### src/rtl/ssq_pkg.sv
package ssq_pkg;
   typedef enum logic [1:0] {
      ST_WAIT = 2'd0,
      ST_ACQ  = 2'd1,
      ST_CONV = 2'd2
   } ssq_state_e;
endpackage

### src/rtl/ssq_fall_det.sv
module ssq_fall_det #(
   parameter int N = 2
) (
   input  logic         clk,
   input  logic         rst_n,
   input  logic [N-1:0] sig_i,
   output logic [N-1:0] fall_o
);
   generate
      for (genvar i = 0; i < N; i++) begin : g_bit
         logic prev_q;
         always_ff @(posedge clk or negedge rst_n) begin
            if (!rst_n) prev_q <= 1'b1;
            else        prev_q <= sig_i[i];
         end
         assign fall_o[i] = prev_q & ~sig_i[i];
      end
   endgenerate
endmodule

### src/rtl/ssq_sat_cnt.sv
module ssq_sat_cnt #(
   parameter int MAX = 4
) (
   input  logic clk,
   input  logic rst_n,
   input  logic clr_i,
   input  logic inc_i,
   output logic top_o
);
   localparam int W = (MAX < 2) ? 1 : $clog2(MAX + 1);
   localparam logic [W-1:0] MAX_V = W'(MAX);

   if (MAX < 1) begin : g_bad_max
      $error("ssq_sat_cnt: MAX must be at least 1");
   end

   logic [W-1:0] cnt_q;

   always_ff @(posedge clk or negedge rst_n) begin
      if (!rst_n)                     cnt_q <= '0;
      else if (clr_i)                 cnt_q <= '0;
      else if (inc_i && cnt_q != MAX_V) cnt_q <= cnt_q + 1'b1;
   end

   assign top_o = (cnt_q == MAX_V);

   // counters that time the rules never run past their limit
   cnt_in_range_chk: assert property (@(posedge clk) disable iff (!rst_n)
      cnt_q <= MAX_V);
endmodule

### src/rtl/ssq_conv_ctrl.sv
module ssq_conv_ctrl
   import ssq_pkg::*;
#(
   parameter int RES_W     = 18,
   parameter int CONV_CYC  = 63,
   parameter int ACQ_MIN   = 25,
   parameter int PULSE_MIN = 2,
   parameter int STALE_CYC = 100000,
   parameter int WARMUP    = 3,
   parameter bit STALE_EN  = 1'b1
) (
   input  logic             clk,
   input  logic             rst_n,
   input  logic             cs_n,
   input  logic             convst_n,
   input  logic [RES_W-1:0] core_result,
   output logic             busy,
   output logic [RES_W-1:0] result,
   output logic             result_ok,
   output logic             rule_err
);
   localparam int CONV_MAX  = CONV_CYC - 1;
   localparam int ACQ_MAX   = ACQ_MIN - 1;
   localparam int PULSE_MAX = PULSE_MIN - 1;
   localparam int GAP_MAX   = STALE_CYC + 1;

   if (RES_W < 1)     begin : g_bad_w     $error("RES_W must be at least 1");     end
   if (CONV_CYC < 2)  begin : g_bad_conv  $error("CONV_CYC must be at least 2");  end
   if (ACQ_MIN < 2)   begin : g_bad_acq   $error("ACQ_MIN must be at least 2");   end
   if (PULSE_MIN < 2) begin : g_bad_pulse $error("PULSE_MIN must be at least 2"); end
   if (WARMUP < 1)    begin : g_bad_warm  $error("WARMUP must be at least 1");    end
   if (STALE_CYC < 1) begin : g_bad_stale $error("STALE_CYC must be at least 1"); end

   ssq_state_e state_q, state_d;
   logic [1:0] falls;
   logic       cs_fall, cv_fall;
   logic       conv_top, acq_top, pulse_top, warm_top, stale_now;
   logic       in_conv, in_acq, in_wait;
   logic       start, reject, abort_c, cancel, done;
   logic       acq_clr;
   logic       stale_q;
   logic [RES_W-1:0] result_q;
   logic       ok_q, err_q;

   ssq_fall_det #(.N(2)) i_fall (
      .clk   (clk),
      .rst_n (rst_n),
      .sig_i ({cs_n, convst_n}),
      .fall_o(falls)
   );
   assign cs_fall = falls[1];
   assign cv_fall = falls[0];

   assign in_conv = (state_q == ST_CONV);
   assign in_acq  = (state_q == ST_ACQ);
   assign in_wait = (state_q == ST_WAIT);

   // event decode, abort first, then cancel, then completion
   assign start   = in_acq && cv_fall && !cs_n && acq_top;
   assign reject  = cv_fall && !cs_n && (in_wait || (in_acq && !acq_top));
   assign abort_c = in_conv && ((cv_fall && !cs_n) || cs_fall);
   assign cancel  = in_conv && !abort_c && convst_n && !pulse_top;
   assign done    = in_conv && !abort_c && !cancel && conv_top;

   always_comb begin
      state_d = state_q;
      unique case (state_q)
         ST_WAIT: if (!cs_n) state_d = ST_ACQ;
         ST_ACQ:  if (start) state_d = ST_CONV;
         ST_CONV: begin
            if (abort_c)             state_d = ST_ACQ;
            else if (cancel || done) state_d = cs_n ? ST_WAIT : ST_ACQ;
         end
         default: state_d = ST_WAIT;
      endcase
   end

   assign acq_clr = (state_d == ST_ACQ) && !in_acq;

   ssq_sat_cnt #(.MAX(CONV_MAX)) i_conv_cnt (
      .clk(clk), .rst_n(rst_n), .clr_i(start), .inc_i(in_conv), .top_o(conv_top));

   ssq_sat_cnt #(.MAX(ACQ_MAX)) i_acq_cnt (
      .clk(clk), .rst_n(rst_n), .clr_i(acq_clr), .inc_i(in_acq), .top_o(acq_top));

   ssq_sat_cnt #(.MAX(PULSE_MAX)) i_pulse_cnt (
      .clk(clk), .rst_n(rst_n), .clr_i(start), .inc_i(in_conv && !convst_n),
      .top_o(pulse_top));

   ssq_sat_cnt #(.MAX(WARMUP)) i_warm_cnt (
      .clk(clk), .rst_n(rst_n), .clr_i(1'b0), .inc_i(done), .top_o(warm_top));

   generate
      if (STALE_EN) begin : g_gap
         ssq_sat_cnt #(.MAX(GAP_MAX)) i_gap_cnt (
            .clk(clk), .rst_n(rst_n), .clr_i(done), .inc_i(1'b1), .top_o(stale_now));
      end else begin : g_no_gap
         assign stale_now = 1'b0;
      end
   endgenerate

   always_ff @(posedge clk or negedge rst_n) begin
      if (!rst_n) begin
         state_q  <= ST_WAIT;
         stale_q  <= 1'b0;
         result_q <= '0;
         ok_q     <= 1'b0;
         err_q    <= 1'b0;
      end else begin
         state_q <= state_d;
         err_q   <= reject || cancel;
         if (start) stale_q <= stale_now;
         if (abort_c) begin
            result_q <= '0;
            ok_q     <= 1'b0;
         end else if (done) begin
            result_q <= core_result;
            ok_q     <= warm_top && !stale_q;
         end
      end
   end

   assign busy      = in_conv;
   assign result    = result_q;
   assign result_ok = ok_q;
   assign rule_err  = err_q;

   // busy only rises after a start fall sampled with select low
   busy_rise_chk: assert property (@(posedge clk) disable iff (!rst_n)
      $rose(busy) |-> ($past(convst_n) == 1'b0 && $past(cs_n) == 1'b0));

   // the output latch only moves when busy falls
   result_move_chk: assert property (@(posedge clk) disable iff (!rst_n)
      !$stable(result) |-> $fell(busy));

   // the trust flag only rises when a conversion ends
   ok_rise_chk: assert property (@(posedge clk) disable iff (!rst_n)
      $rose(result_ok) |-> $fell(busy));

   // an error pulse never overlaps a running conversion
   err_idle_chk: assert property (@(posedge clk) disable iff (!rst_n)
      rule_err |-> !busy);

   // an abort leaves a cleared latch
   abort_clear_chk: assert property (@(posedge clk) disable iff (!rst_n)
      ($fell(busy) && result_ok) |-> !$past(cs_fall));
endmodule

### config.mk
export PLATFORM = sky130hd
export DESIGN_NAME = ssq_conv_ctrl
export DESIGN_NICKNAME = d
export VERILOG_FILES = /design/src/rtl/ssq_pkg.sv /design/src/rtl/ssq_fall_det.sv /design/src/rtl/ssq_sat_cnt.sv /design/src/rtl/ssq_conv_ctrl.sv
export SDC_FILE = /design/constraint.sdc
export NUM_CORES = 1
export LEC_CHECK = 0
export CAP_MARGIN = 20
export CORE_MARGIN = 3
export CORE_UTILIZATION = 50
export CTS_BUF_LIST = sky130_fd_sc_hd__clkbuf_4 sky130_fd_sc_hd__clkbuf_8
export CTS_CLUSTER_DIAMETER = 150
export DETAILED_ROUTE_END_ITERATION = 12
export PLACE_DENSITY = 0.75
export SYNTH_ARGS = -nofsm -noshare
export SYNTH_HDL_FRONTEND = slang
export SYNTH_HIERARCHICAL = 1
export SYNTH_SLANG_ARGS = --single-unit
### constraint.sdc
create_clock -name clk -period 3.5 [get_ports clk]
set_input_delay 0.7 -clock clk [delete_from_list [all_inputs] [get_ports clk]]
set_output_delay 0.7 -clock clk [all_outputs]
set_load 0.05 [all_outputs]
==> results.md, run 1 <==
- Routed wire per std cell: 14.97 µm
- Clk sink count: 56
- Max-cap violations: 0
- CP peak stage delay: a little under 0.9 ns
- Most frequent cells in the layout: 54 x dfrtp_1, 41 x clkdlybuf4s50_1, 21 x nor2_1
- Die area: 0.006610 mm²
- Most common cell after layout, fill and taps aside: dfrtp_1
- Ys flop type: dfrtp_1
- Area of the mapped netlist: ~0.0028 mm²
- First-pass GRT wire length: 9.756 mm
- I/O Pins: 43
- Critical-path top delay cell: clkdlybuf4s50_1
- Post-synthesis cell count: approximately 260
- Drt pass-1 iters: 4
- Clk buf depth: 2
- Worst-margin pin slew: 0.6401 ns
- Syn-to-layout area delta: 20.39%
- Synth Area per Inst: 11.03 µm²
- Post-synthesis cell type count: 62
- Peak supply drop: 0.2683 mV
- Antenna Violating Nets Remaining: 0
- Static Leak: 1.530 nW
- CORE AREA: about 0.0053 mm²
- Die width: 81.30 µm
- Nets: 335
- Setup TNS: 0 ns
- H-tree depth: 2
- FILL cells: 418
- Worst Setup End Kind: output pin
- HPWL Detailed: a little under 4 mm
- Critical Path, Cell by Cell: nand2b_1 -> inv_1 -> clkdlybuf4s50_1
- Fin crit period: 2.941 ns
- Final worst-path cycle share: 84.03%
- Final setup viols: 0
- Status: finished clean
- Clock transition at path regs: approximately 0.10 ns
- Routed via count: 2112
- Initial Utilization: between 50% and 60%
- Power per cell area: 488.7 mW/mm²
- Final WL: 5.642 mm
- CP startpoint kind: flop
- Fmax: around 340 MHz
- Yosys reg bits: 56
- Layout Utilization: 64.37%
- Post-CTS Resized: 0
- Critical Path AT: 2.24 ns
- Root Driver: clkbuf_8
- Drt initial violations: 74
- Layout cells sized above 1: 11.73%
- Grt total ovfl: 0
- Number of enable flip-flop cells after synthesis: 0
- # rows: 26
- Vias in the first global route: roughly 2100
- Largest net degree at the start of global routing: 38
- DRC: 0
- Crit path kind: reg2out
- CTS tree: yes
- Max Slew Vio Count: 0
- RSZ-0062 raised after global routing: no
- Register area share after synthesis: 49.51%
- Final hold vios: 0
- Port Buffer Count: 42
- Hold Crit Class: in2async
- Critical path required time: 2.80 ns
- Ys Warns: 6
- CTS Hold Buffers Added: 0
- Worst-Skew Late Latency: between 0.3 and 0.4 ns
- Clk_skew: 0.01120 ns
- TritonCTS Buffers: 5
- Pre-CTS WS: 0.7368 ns
- Placer Congestion: 0.7800
- CP Max Fanout: 12
- Post-CTS setup buffer count: 0
- Initial antenna violation count: 0
- Rel. slew slack: 57.32%
- Gr usage total: 19.14%
- Post-synthesis async set-or-reset flop share: 100.0%
- Worst setup margin: 0.5588 ns
- Antenna cells: 0
- Via/cell ratio: ~5.6
- Die Ht: 81.30 µm
-- layout make-up --
type / instances / area [µm²] / share of cell area, %
timing repair buffer: 44 / 430.4 / 12.61
sequential: 56 / 1404 / 41.13
inverter: 15 / 56.30 / 1.650
clock buffer: 7 / 90.09 / 2.639
multi-input combinational: 184 / 1338 / 39.19
tap: 70 / 87.58 / 2.566
clock inverter: 1 / 7.507 / 0.2199
-- synthesized netlist by cell type (all sizes together) (6+ instances only) --
cell type  count  area (µm²)
a21oi         13       72.57
a22o          18       157.7
buf            8       60.05
dfrtp         54        1351
ha             7       87.58
inv           15       56.30
nand2         10       37.54
nand3         11       55.05
nand4          9       77.57
nor2          21       78.83
nor2b          8       75.07
o21ai          8       40.04
xnor2          6       52.55
-- final timing paths --
| kind | from | end | slack, ns | cells past startpoint |
|---|---|---|---|---|
| max | state_q[0] | busy | 0.56 | 3 |
| min | rst_n | i_acq_cnt/cnt_q[0] | 0.35 | 1 |
| max reg2reg | i_conv_cnt/cnt_q[0] | g_gap.i_gap_cnt/cnt_q[16] | 1.16 | 9 |
| min reg2reg | result[13] | result[13] | 0.51 | 1 |
| max in group asynchronous | rst_n | i_fall/g_bit[1].prev_q | 2.31 | 2 |
| min in group clk | result[13] | result[13] | 0.51 | 1 |
-- logic make-up (layout without fill, tap and decap cells) --
family | Yosys count | in the layout | synth area share, %
AND/OR/NAND/NOR | 95 | 95 | 22.24
other | 2 | 9 | 0.2649
adder cells (fa/ha/maj) | 7 | 7 | 3.089
buffers and inverters | 24 | 67 | 4.236
flip-flops | 56 | 56 | 49.51
multiplexers | 4 | 4 | 1.677
XOR/XNOR | 11 | 11 | 3.398
AO/OA/AOI/OAI | 58 | 58 | 15.58
-- power breakdown --
group	switching [mW]	internal, mW
sequential	0.137	0.749
clock	0.205	0.169
combinational	0.218	0.190
total	0.560	1.11
-- stage by stage --
| step | area (µm²) | total power, mW | std cells | hold WS, ns |
|---|---|---|---|---|
| after global routing | 3413 | 1.790 | 377 | 0.3718 |
| after detailed placement | 3316 | 1.306 | 369 | 0.4830 |
| after CTS | 3413 | 1.685 | 377 | 0.3470 |
| final | 3413 | 1.668 | 377 | 0.3479 |
| after global placement | 3316 | 1.284 | 369 | 0.4842 |
| after floorplan | 2861 | 1.187 | 264 | 0.4044 |
-- flip-flops by register name, summed over array words and instances, names as in the netlist --
name and count:
result 18, stale_q 1, rule_err 1, i_warm_cnt/cnt_q 2, i_conv_cnt/cnt_q 6, i_acq_cnt/cnt_q 5, i_pulse_cnt/top_o 1, i_fall/g_bit.prev_q 2
g_gap.i_gap_cnt/cnt_q 17, result_ok 1, state_q 2
-- critical path, delay by kind of cell, from the launching register on --
family	cells	cell delay (ns)
flops	1	0.43
simple gates	1	0.30
buf+inv	2	1.20
-- metal layers --
metal	vias up	wire (µm)	global-route usage [%]
met3	9	171	4.435
met4	0	100	6.926
li1	1025	-	-
met5	-	0	0
met2	32	2783	31.51
met1	1046	2587	24.54
No activity file was read; power rests on OpenSTA's default activity.
==> run 2: changes to the inputs <==
clock period = 2.9 ns   (was 3.5 ns; I/O delays follow)
==> run 2 against run 1 <==
Against the previous run: via count is 2.7% lower; count of clock-buffer cells in the layout is 1 higher; combinational power is 19% higher; hold slack worse by 0.042 ns; clock skew is 0.0063 ns lower; critical path depth stayed put; highest routed layer unchanged; total power is 20% higher; die area stayed put; first-iteration DRC count is 4.1% lower; register-to-register slack worse by 0.44 ns; final cell count is 0.53% higher; flip-flop and latch count stayed put.
==> results.md, run 2 (same netlist as run 1, synthesis figures left out) <==
- Post-CTS setup buffer count: 0
- Combinational fraction of design power: about a quarter
- Power share of the clock group: 22.3%
- Setup TNS: 0 ns
- Flop-to-flop setup slack: 0.72 ns
- Flop pwr share: a little over half
- CP startpoint: state_q[0]
- Clk buf depth: 2
- Clk_skew: 0.004909 ns
- # rows: 26
- Final worst-path cycle share: 90.26%
- Critical Path AT: about 2.0 ns
- I/O Pins: between 40 and 50
- TritonCTS Buffers: 5
- Worst-Skew Late Latency: 0.30 ns
- Grt total ovfl: 0
- Placer Congestion: 0.8233
- Worst R2R Start: i_conv_cnt/cnt_q[0]
- Syn-to-layout area delta: 21.36%
- Crit path kind: reg2out
- Internal power: 1.348 mW
- Layout cells sized above 1: 12.30%
- Clock transition at path regs: roughly 0.09 ns
- Worst setup endpoint: busy
- Routed wire per std cell: 14.68 µm
- DRC: 0
- Nets: 337
- Die width: between 80 and 90 µm
- Hold Crit Class: in2async
- Most frequent cells in the layout: 54 x dfrtp_1, 41 x clkdlybuf4s50_1, 21 x nor2_1
- CORE AREA: 0.005303 mm²
- Root Driver: clkbuf_8
- Worst-margin pin slew: about 0.67 ns
- Worst Setup End Kind: output pin
- Switching Fraction: 32.54%
- Vias in the first global route: 2090
- Rel. slew slack: 55.56%
- Peak supply drop: 0.3869 mV
- Via/cell ratio: 5.422
- Status: finished clean
- Static Leak: 1.546 nW
- Max-cap violations: 0
- Antenna cells: 0
- Die area: ~0.0066 mm²
- Port Buffer Count: 42
- Clk sink count: 56
- Sw power: 650.4 µW
- Final instance area: 0.003441 mm²
- Initial antenna violation count: 0
- Critical path required time: 2.32 ns
- Critical Path, Cell by Cell: nand2b_1 -> inv_1 -> clkdlybuf4s50_1
- Crit. path cell count: 3
- Largest net degree at the start of global routing: 38
- CTS Hold Buffers Added: 0
- Fmax: 382.0 MHz
- CP top delay family: buffers and inverters
- HPWL Detailed: between 4 and 5 mm
- CP peak stage delay: 0.87 ns
- Post-CTS Resized: 0
- First-pass GRT wire length: roughly 9.7 mm
- Max FFs per register: 18
- Die Ht: between 80 and 90 µm
- Fin crit period: roughly 2.6 ns
- Antenna Violating Nets Remaining: 0
- Cell Area, Placed: approximately 0.0033 mm²
- Drt pass-1 iters: 4
- Buffers plus inverters on the worst setup path: 2
- Final setup viols: 0
- Final hold vios: 0
- Reg2reg end: g_gap.i_gap_cnt/cnt_q[16]
- Final WL: 5.564 mm
- Gr usage total: a little under a fifth
- Max Slew Vio Count: 0
- Final Power: 1.998 mW
- Power per cell area: 580.8 mW/mm²
- Initial Utilization: 53.47%
- RSZ-0062 raised after global routing: no
- CP startpoint kind: flop
- Critical-path top delay cell: clkdlybuf4s50_1
- CP Max Fanout: 12
- Most common cell after layout, fill and taps aside: dfrtp_1
- CTS tree: yes
- Worst R2R Path Depth: 9
- Drt initial violations: 71
- H-tree depth: 2
- Routed via count: a little over 2000
run 2: changes by cell type in the layout (fill, tap and decap cells not counted):
cell | previous run | this run
clkinvlp_4 | 1 | 0
buf_4 | 2 | 3
clkbuf_4 | 1 | 2
buf_12 | 0 | 1
run 2: how the worst min path moves through the flow:
stage / end / depth (start not counted) / from
final: i_acq_cnt/cnt_q[2] / 1 / rst_n
after global routing: i_pulse_cnt/top_o / 1 / rst_n
after CTS: i_acq_cnt/cnt_q[2] / 1 / rst_n
after detailed placement: result[17] / 1 / result[17]
after global placement: result[9] / 1 / result[9]
after floorplan: g_gap.i_gap_cnt/cnt_q[0] / 0 / rst_n
run 2: layout make-up:
class	instances	area, µm²
timing repair buffer	46	457.9
fill	429	1862
tap	70	87.58
sequential	56	1404
clock buffer	8	97.59
inverter	15	56.30
multi-input combinational	184	1338
run 2: metrics by stage:
stage / utilization [%] / hold WS, ns / std cells / worst slack (ns)
3_3_place_gp: 63.05 / 0.4834 / 371 / 0.3518
4_1_cts: 64.89 / 0.3189 / 379 / 0.2653
5_1_grt: 64.89 / 0.3618 / 379 / 0.1664
6_report: 64.89 / 0.3059 / 379 / 0.2825
3_5_place_dp: 63.05 / 0.4808 / 371 / 0.2618
2_1_floorplan: - / 0.2844 / 264 / 0.5471
run 2: layer usage:
layer	share of wire, %	global-route usage, %	vias up	wire length, µm
met5	0	0	-	0
met4	0.81	5.405	0	45
met3	2.7	3.437	4	150
met2	49	30.94	29	2718
met1	48	25.48	995	2649
li1	-	-	1027	-
run 2: power groups by stage:
stage | Sequential (mW) | Clock [mW] | Combinational (mW)
after floorplan | 1.05 | 0 | 0.383
after global placement | 1.08 | 0 | 0.475
after detailed placement | 1.08 | 0 | 0.489
after CTS | 1.07 | 0.461 | 0.492
after global routing | 1.09 | 0.493 | 0.561
final | 1.07 | 0.445 | 0.486
==> run 3: changes to the inputs <==
CORE_UTILIZATION = 56   (was 50)
PLACE_DENSITY = 0.82   (was 0.75)
==> run 3 against run 2 <==
Against the previous run: sequential power about the same; hold slack lost 0.042 ns; largest cell class unchanged; register-to-register slack got worse by 0.12 ns; non-clock buffer count increased by 2; clock skew about the same; critical endpoint unchanged; worst setup slack got worse by 0.029 ns; die area is 9.9% lower.
==> results.md, run 3 (same netlist as run 1, synthesis figures left out) <==
- Worst-Skew Late Latency: about 0.30 ns
- Setup TNS: 0 ns
- Max-cap violations: 0
- Drt pass-1 iters: 6
- Routed wire per std cell: 14.45 µm
- CP Max Fanout: 12
- CP peak stage delay: 0.87 ns
- Clk_skew: slightly above 0.005 ns
- Post-CTS Resized: 0
- DRC: 0
- Grt total ovfl: 0
- H-tree depth: 2
- Final Power: 2.010 mW
- Final hold vios: 0
- # rows: 25
- Initial Utilization: roughly three fifths
- CORE AREA: 0.004817 mm²
- Vias in the first global route: 2126
- Post-CTS setup buffer count: 0
- Die width: 77.16 µm
- Antenna cells: 0
- Syn-to-layout area delta: 21.27%
- CP startpoint kind: flop
- FILL cells: 374
- Final worst-path cycle share: 91.27%
- Routed via count: 2139
- CP startpoint: state_q[0]
- Initial antenna violation count: 0
- RSZ-0062 raised after global routing: no
- CTS tree: yes
- HPWL Detailed: 3.928 mm
- Worst R2R Path Depth: 9
- Clock transition at path regs: 0.10 ns
- Status: finished clean
- Root Driver: clkbuf_8
- Drt initial violations: 74
- Static Leak: 1.552 nW
- Placer Congestion: approximately 0.8
- Hold Crit Class: in2async
- Layout cells sized above 1: ~13%
- Max FFs per register: 18
- Most frequent cells in the layout: 54 x dfrtp_1, 41 x clkdlybuf4s50_1, 21 x nor2_1
- Fmax: 377.8 MHz
- Worst-margin pin slew: just under 0.6 ns
- CTS Hold Buffers Added: 0
- Rel. slew slack: roughly three fifths
- Max Slew Vio Count: 0
- Die area: 0.005953 mm²
- Via/cell ratio: 5.659
- First-pass GRT wire length: slightly below 10 mm
- Final WL: 5.463 mm
- I/O Pins: 43
- TritonCTS Buffers: 5
- Most common cell after layout, fill and taps aside: dfrtp_1
- Die Ht: 77.16 µm
- Reg2reg end: g_gap.i_gap_cnt/cnt_q[16]
- Worst Setup End Kind: output pin
- Fin crit period: 2.647 ns
- Critical Path, Cell by Cell: nand2b_1 -> inv_1 -> clkdlybuf4s50_1
- Port Buffer Count: between 40 and 50
- Worst R2R Start: i_conv_cnt/cnt_q[0]
- Final setup viols: 0
- Gr usage total: around 20%
- Worst setup endpoint: busy
- Power per cell area: 584.5 mW/mm²
- Flop-to-flop setup slack: 0.60 ns
- Clk buf depth: 2
- Critical path required time: 2.32 ns
- Peak supply drop: about 0.37 mV
- Nets: around 340
- Critical-path top delay cell: clkdlybuf4s50_1
- Largest net degree at the start of global routing: 26
- Critical Path AT: 2.07 ns
- Clk sink count: 56
- Antenna Violating Nets Remaining: 0
- Crit path kind: reg2out
## run 3: critical path: cells and delay by family (launching register included)
kind | cells | cell delay, ns
buf+inv | 2 | 1.13
flops | 1 | 0.44
simple gates | 1 | 0.19
## run 3: cell type report
cell class                 count  area, µm²  area share (%)
timing repair buffer          48      460.4           13.39
multi-input combinational    184       1338           38.90
clock inverter                 2      13.76          0.4003
sequential                    56       1404           40.83
tap                           67      83.83           2.438
inverter                      15      56.30           1.638
clock buffer                   6      82.58           2.402
## run 3: report_power, final
group / switching, mW / leakage [nW] / total (mW) / internal [mW]
clock: 0.252 / 0.0516 / 0.447 / 0.196
combinational: 0.263 / 0.786 / 0.493 / 0.230
sequential: 0.165 / 0.715 / 1.07 / 0.904
## run 3: how the worst min path moves through the flow
| stage | from | endpoint | slack (ns) |
|---|---|---|---|
| after CTS | rst_n | i_conv_cnt/cnt_q[0] | 0.27 |
| final | rst_n | i_conv_cnt/cnt_q[1] | 0.26 |
| after global routing | rst_n | i_acq_cnt/cnt_q[4] | 0.29 |
| after detailed placement | result[15] | result[15] | 0.48 |
| after floorplan | rst_n | g_gap.i_gap_cnt/cnt_q[0] | 0.28 |
| after global placement | result[14] | result[14] | 0.48 |
## run 3: metal layers
metal  share of wire (%)  vias up  global-route usage (%)
li1                    -     1034                       -
met1                  45     1043                   25.62
met2                  49       51                   33.42
met3                 3.3       11                   4.460
met4                 2.0        0                   6.050
met5                   0        -                       0
## run 3: per-stage QoR
stage                     setup WS (ns)  util, %  std cells  cell area (µm²)  hold slack [ns]
after floorplan                  0.5471        -        264             2861           0.2844
after global placement           0.3621    69.38        370             3342           0.4818
after detailed placement         0.2500    69.38        370             3342           0.4831
after CTS                        0.2429    71.38        378             3438           0.2716
after global routing             0.1544    71.38        378             3438           0.2863
final                            0.2533    71.38        378             3438           0.2641
